--- src/rtl/adc_trig_pkg.sv ---
package adc_trig_pkg;
   // Code that selects the converter's own completion flag (free-running).
   localparam int unsigned FREE_RUN_CODE = 0;

   function automatic logic rose(input logic now_v, input logic was_v);
      return now_v & ~was_v;
   endfunction
endpackage

--- src/rtl/trig_src_mux.sv ---
module trig_src_mux #(
   parameter int unsigned NUM_SRC = 8,
   parameter int unsigned SEL_W   = 3
) (
   input  logic [NUM_SRC-2:0] evt_flags,
   input  logic               conv_done,
   input  logic [SEL_W-1:0]   src_sel,
   output logic               src_lvl
);
   localparam int unsigned SLOTS = 1 << SEL_W;

   logic [SLOTS-1:0] slot_v;

   generate
      for (genvar i = 0; i < SLOTS; i++) begin : g_slot
         if (i == adc_trig_pkg::FREE_RUN_CODE) begin : g_free
            assign slot_v[i] = conv_done;
         end else if (i < NUM_SRC) begin : g_evt
            assign slot_v[i] = evt_flags[i-1];
         end else begin : g_pad
            assign slot_v[i] = 1'b0;
         end
      end
   endgenerate

   assign src_lvl = slot_v[src_sel];
endmodule

--- src/rtl/trig_edge_det.sv ---
module trig_edge_det #(
   parameter int unsigned SEL_W = 3
) (
   input  logic             clk,
   input  logic             rst_n,
   input  logic             src_lvl,
   input  logic [SEL_W-1:0] src_sel,
   output logic             lvl_rise,
   output logic             enter_free
);
   localparam logic [SEL_W-1:0] FREE_SEL = SEL_W'(adc_trig_pkg::FREE_RUN_CODE);

   logic             lvl_q;
   logic [SEL_W-1:0] sel_q;

   // The previous level and code follow the inputs every cycle, whatever the enables are.
   always_ff @(posedge clk or negedge rst_n) begin
      if (!rst_n) begin
         lvl_q <= 1'b0;
         sel_q <= FREE_SEL;
      end else begin
         lvl_q <= src_lvl;
         sel_q <= src_sel;
      end
   end

   assign lvl_rise   = adc_trig_pkg::rose(src_lvl, lvl_q);
   assign enter_free = (src_sel == FREE_SEL) && (sel_q != FREE_SEL);
endmodule

--- src/rtl/trig_gate.sv ---
module trig_gate #(
   parameter bit OUT_REG = 1'b1
) (
   input  logic clk,
   input  logic rst_n,
   input  logic lvl_rise,
   input  logic enter_free,
   input  logic sel_free,
   input  logic conv_busy,
   input  logic auto_en,
   input  logic adc_en,
   output logic start_pulse
);
   logic busy_q;
   logic busy_fall;
   logic fire;

   always_ff @(posedge clk or negedge rst_n) begin
      if (!rst_n) busy_q <= 1'b0;
      else        busy_q <= conv_busy;
   end

   assign busy_fall = busy_q & ~conv_busy;

   always_comb begin
      fire = 1'b0;
      if (auto_en && adc_en && !conv_busy) begin
         fire = (lvl_rise && !enter_free) || (sel_free && busy_fall);
      end
   end

   generate
      if (OUT_REG) begin : g_reg
         logic fire_q;
         always_ff @(posedge clk or negedge rst_n) begin
            if (!rst_n) fire_q <= 1'b0;
            else        fire_q <= fire;
         end
         assign start_pulse = fire_q;
      end else begin : g_comb
         assign start_pulse = fire;
      end
   endgenerate
endmodule

--- src/rtl/adc_trig_select.sv ---
module adc_trig_select #(
   parameter int unsigned NUM_SRC = 8,
   parameter bit          OUT_REG = 1'b1,
   parameter int unsigned SEL_W   = $clog2(NUM_SRC)
) (
   input  logic               clk,
   input  logic               rst_n,
   input  logic [NUM_SRC-2:0] evt_flags,
   input  logic               conv_done,
   input  logic [SEL_W-1:0]   src_sel,
   input  logic               auto_en,
   input  logic               adc_en,
   input  logic               conv_busy,
   output logic               start_pulse
);
   localparam logic [SEL_W-1:0] FREE_SEL = SEL_W'(adc_trig_pkg::FREE_RUN_CODE);

   generate
      if (NUM_SRC < 2) begin : g_bad_num
         $error("NUM_SRC must be at least 2");
      end
      if ((1 << SEL_W) < NUM_SRC) begin : g_bad_sel
         $error("SEL_W too narrow for NUM_SRC");
      end
   endgenerate

   logic src_lvl;
   logic lvl_rise;
   logic enter_free;

   trig_src_mux #(.NUM_SRC(NUM_SRC), .SEL_W(SEL_W)) u_mux (
      .evt_flags (evt_flags),
      .conv_done (conv_done),
      .src_sel   (src_sel),
      .src_lvl   (src_lvl)
   );

   trig_edge_det #(.SEL_W(SEL_W)) u_edge (
      .clk        (clk),
      .rst_n      (rst_n),
      .src_lvl    (src_lvl),
      .src_sel    (src_sel),
      .lvl_rise   (lvl_rise),
      .enter_free (enter_free)
   );

   trig_gate #(.OUT_REG(OUT_REG)) u_gate (
      .clk         (clk),
      .rst_n       (rst_n),
      .lvl_rise    (lvl_rise),
      .enter_free  (enter_free),
      .sel_free    (src_sel == FREE_SEL),
      .conv_busy   (conv_busy),
      .auto_en     (auto_en),
      .adc_en      (adc_en),
      .start_pulse (start_pulse)
   );
endmodule

--- config.mk ---
export PLATFORM = sky130hd
export DESIGN_NAME = adc_trig_select
export DESIGN_NICKNAME = d
export VERILOG_FILES = /design/src/rtl/adc_trig_pkg.sv /design/src/rtl/trig_src_mux.sv /design/src/rtl/trig_edge_det.sv /design/src/rtl/trig_gate.sv /design/src/rtl/adc_trig_select.sv
export SDC_FILE = /design/constraint.sdc
export NUM_CORES = 1
export LEC_CHECK = 0
export CAP_MARGIN = 5
export CORE_AREA = 2 2 39 41
export CTS_CLUSTER_SIZE = 10
export DETAILED_ROUTE_END_ITERATION = 6
export DIE_AREA = 0 0 41 43
export DONT_BUFFER_PORTS = 1
export GPL_TIMING_DRIVEN = 0
export PLACE_DENSITY = 0.43
export SYNTH_ARGS = -nofsm -noshare
export SYNTH_HDL_FRONTEND = slang
export SYNTH_SLANG_ARGS = --single-unit
--- constraint.sdc ---
create_clock -name clk -period 1.4 [get_ports clk]
set_input_delay 0.28 -clock clk [delete_from_list [all_inputs] [get_ports clk]]
set_output_delay 0.28 -clock clk [all_outputs]
set_load 0.01 [all_outputs]
Word-level counts from Yosys, hierarchy flattened
Cells that the tools add are included.

storage, ports and cells
  latch bits = 0
  memories = 0
  logic and storage cells = 22
  register bits = 6
  memory bits (writable) = 0
  memory bits (read-only) = 0
  bits of input ports = 16

operators by class
  multiply operators = 0
  $lt $le $gt $ge = 1
  bitwise logic cells = 4
  shift-type cells = 0
  reduce and logical (&&, ||, !) cells = 10
  div/mod/pow operators = 0
  add/sub/neg operators = 0
  muxes and demuxes = 3
  eq/ne operators = 0

operators with widths
  cell                  count
  $logic_and A1 B1 Y1   5
  $lt A3 B4 Y1 const B  1
  $bmux W1 S3           1
  $logic_not A3 Y1      1
  $reduce_bool A3 Y1    1
  $and A1 B1 Y1         2
  $logic_not A1 Y1      2
  $mux W1               2
  $not A1 Y1            2
  $logic_or A1 B1 Y1    1

Longest topological paths before layout
  depth in word-level cells = 6
  mapped depth = 3
  mapped depth without buffers = 3

Cells and area by module
Synthesis repeated with hierarchy kept, for this count alone.

unflattened totals
  cell total of the unflattened synthesis = 17
  area total of the unflattened synthesis = 279.0 µm²

modules (own cells, without submodules)
  module           area each (µm²)  cells each  sequential area each (µm²)  times used
  trig_edge_det    128.9            7           100.1                       1
  trig_gate        76.3             6           50.0                        1
  trig_src_mux     63.8             3           0.0                         1
  adc_trig_select  10.0             1           0.0                         1

Worst setup path before layout
No wires, ideal clock.

  kind = input to register
  start point = in src_sel[0]
  end point = reg u_gate.g_reg.fire_q (netlist: u_gate.start_pulse)
  arrival = 1.207 ns
  slack = 0.075 ns
  required time = 1.282 ns
  buffers on the path = 0
  setup time = 0.118 ns
  stages = 3
  path through = mux4_1 -> mux2_2 -> a21o_1

on the way
  word-level cells in the longest chain between the ends = 6
  elaborated cells on any way between the ends = 10
  classes of those cells = 3 x mux; 1 x bitwise; 6 x reduce/logical

ends and longest elaborated chain
  element                        line                   RTL
  start: declaration             adc_trig_select.sv:10  input logic [SEL_W-1:0] src_sel,
  $bmux W1 S3                    trig_src_mux.sv:26     assign src_lvl = slot_v[src_sel];
  $mux W1 (implied by the code)  trig_src_mux.sv:26
  net src_lvl                    adc_trig_select.sv:27  logic src_lvl;
  $and A1 B1 Y1                  adc_trig_pkg.sv:6      return now_v & ~was_v;
  $logic_and A1 B1 Y1            trig_gate.sv:28        fire = (lvl_rise && !enter_free) || (sel_free && busy_fall);
  $logic_or A1 B1 Y1             trig_gate.sv:28
  $mux W1                        trig_gate.sv:27        if (auto_en && adc_en && !conv_busy) begin
  net u_gate.fire                trig_gate.sv:16        logic fire;
  end signal: assignment         trig_gate.sv:37        else fire_q <= fire;
  end: declaration               trig_gate.sv:34        logic fire_q;

The timed path passes the listed nets, and every way through them passes these cells. The select of a mux whose other input is x is not followed.

Worst setup path after layout
  start point = reg u_edge.sel_q[1]
  end point = reg u_gate.g_reg.fire_q (netlist: u_gate.start_pulse)

on the way
  word-level cells in the longest chain between the ends = 6

ends and longest elaborated chain
  element                   line                 RTL
  start: declaration        trig_edge_det.sv:14  logic [SEL_W-1:0] sel_q;
  start signal: assignment  trig_edge_det.sv:23  sel_q <= src_sel;
  $reduce_bool A3 Y1        trig_edge_det.sv:28  assign enter_free = (src_sel == FREE_SEL) && (sel_q != FREE_SEL);
  $logic_and A1 B1 Y1       trig_edge_det.sv:28
  $logic_not A1 Y1          trig_gate.sv:28
  $logic_and A1 B1 Y1       trig_gate.sv:28
  $logic_or A1 B1 Y1        trig_gate.sv:28
  $mux W1                   trig_gate.sv:27
  net u_gate.fire           trig_gate.sv:16

The timed path passes the listed nets, and every way through them passes these cells.

==> flow_summary.ini <==
[routing]
drt_iter0_markers = 1
viasPerCell = 4.343
detail-route-antenna-nets = 0
first_pass_iters = 3
vias = 152
wl_per_cell_um = 12.51
wirelength_um = 438
remaining_drc_errors = 0

[setup_path]
setup.worst_path.end_class = flip-flop
start_kind = flip-flop
worstSetupPathType = reg2reg
ff2ff_path_depth = 3
rr_endpoint = u_gate.start_pulse$_DFF_PN0_
arrival_ns = 1.51
r2r_start = u_edge.sel_q[1]$_DFF_PN0_
regToRegSetupSlack_ns = 0.07
critical_path_required_ns = 1.58
critPathMaxFanout = 1

[die]
start_util = 0.1844
die_w_um = 41
row_count = 14
core-area_sq_mm = 0.001384
fp.dieH_um = 43
dieArea_sq_mm = 0.001763
pin_count = 17

[cells_and_area]
diodes = 0
drive_gt1_frac = 0.2105
mostFrequentLayoutCell = dfrtp_1
layout.cells.most_common_list = 6 x dfrtp_1, 3 x clkbuf_4, 2 x mux4_1
finalNonFillerCells = 35
nFillCells = 152
synthToLayoutAreaGrowth_pct = 20.59
finalNetCount = 37

[grt]
overflow = 0
track_usage = 0.06218
antenna_found_initial = 0
grt_pass1_wl_um = 676
grt_max_degree = 7
grt_pass1_vias = 180

[logic_synthesis]
ys_seq_area_frac = 0.5882
syn_nets = 31
synth_area_sq_um = 255.2
post_synth.cell_area_avg_sq_um = 17.02
synth-seq-cells = 6
syn_inst = 15
synth_warnings = 0
yosysUniqueCellTypes = 9

[power]
p_per_area_mw_per_mm2 = 1182
leakagePower_nw = 0.1327
ir_drop_mv = 0.2493
totalPowerFinal_uw = 363.8

[sta]
period_needed_ns = 1.334
period_share = 0.9528
setup_ws_ns = 0.06612
rsz0062_at_grt = no
slew_violations = 0
final_hold_viol_count = 0
whs_ns = 0.06581
skew_ns = 0.008975
worst_slew_pin_slew_ns = 0.3632
slew-limit-headroom = 0.7516
fmax_mhz = 749.7
finalSetupViolations = 0
tns_ns = 0

[hold_path]
worstHoldStart = conv_busy
min_to = u_gate.busy_q$_DFF_PN0_
hold_depth = 0
hold_class = in2reg

[clocking]
cts-root-buf = clkbuf_4
clk_pin_slew_ns = 0.05
cts_tree = built
cts_setup_buffers = 0
htreeDepth = 1
numCtsBuffers = 3
clk_latency_ns = 0.24
max-clock-path-buffers = 2
clkSinkCount = 6

[run]
drv_cap = 0

[placement]
gp_congestion = 0.6000
dp_slack_ns = 0.03961
dpl.cell_count = 31
numPortBuffers = 0

[status]
status = finished, final reports clean
==> power by group <==
group	switching [mW]	leakage, nW	internal (mW)
clock	0.0555	0.0138	0.0965
sequential	0.00258	0.0721	0.184
combinational	0.00835	0.0468	0.0165
==> worst max path at each step <==
| stage | from | endpoint | cells past startpoint |
|---|---|---|---|
| floorplan | src_sel[0] | u_gate.start_pulse$_DFF_PN0_ | 3 |
| global placement | src_sel[0] | u_gate.start_pulse$_DFF_PN0_ | 3 |
| detailed placement | src_sel[0] | u_gate.start_pulse$_DFF_PN0_ | 3 |
| CTS | u_edge.sel_q[1]$_DFF_PN0_ | u_gate.start_pulse$_DFF_PN0_ | 3 |
| global route | u_edge.sel_q[1]$_DFF_PN0_ | u_gate.start_pulse$_DFF_PN0_ | 3 |
| finish | u_edge.sel_q[1]$_DFF_PN0_ | u_gate.start_pulse$_DFF_PN0_ | 3 |
==> repair_timing <==
action	4_1_cts	5_1_grt
endpoints found under the hold margin	6	0
gates resized for setup	0	0
hold buffers	1	0
==> layout make-up <==
cell class                 instances  area [sq um]  area share
sequential                         6         150.1      0.4878
tap                               16         20.02     0.06504
timing repair buffer               1         10.01     0.03252
multi-input combinational          9         105.1      0.3415
clock buffer                       3         22.52     0.07317
==> cells in the mapped netlist, drive strengths merged <==
library cell,n,area share
mux4,2,0.21
nand2,1,0.015
nor4bb,1,0.039
nor3,1,0.020
a2111oi,1,0.034
mux2,1,0.044
or3,1,0.025
dfrtp,6,0.59
a21o,1,0.029
==> per-stage QoR <==
stage	utilization	cell area, sq um
after floorplan	-	255.2
after global placement	0.1989	275.3
final	0.2224	307.8
after detailed placement	0.1989	275.3
after CTS	0.2224	307.8
after global routing	0.2224	307.8
==> critical path, cell delays in order, from the launching register on <==
cell and delay [ns]:
dfrtp_1 0.34, or3_1 0.36, a2111oi_0 0.40, a21o_1 0.18
==> state kept, by name, indices dropped and copies added, names as in the netlist <==
signal / count
u_edge.sel_q: 3
u_gate.start_pulse: 1
u_edge.lvl_q: 1
u_gate.busy_q: 1
==> per-layer routing <==
layer	GRT usage	share of wire
met3	0.03141	0.080
met1	0.06757	0.41
met2	0.08125	0.51
met4	0.06000	0
met5	0	0
==> logic make-up after synthesis <==
family | count (synthesis) | synth area share
flip-flops | 6 | 0.5882
AND/OR/NAND/NOR | 4 | 0.09802
multiplexers | 3 | 0.2500
AO/OA/AOI/OAI | 2 | 0.06374
Power figures use the tool's default switching activity.
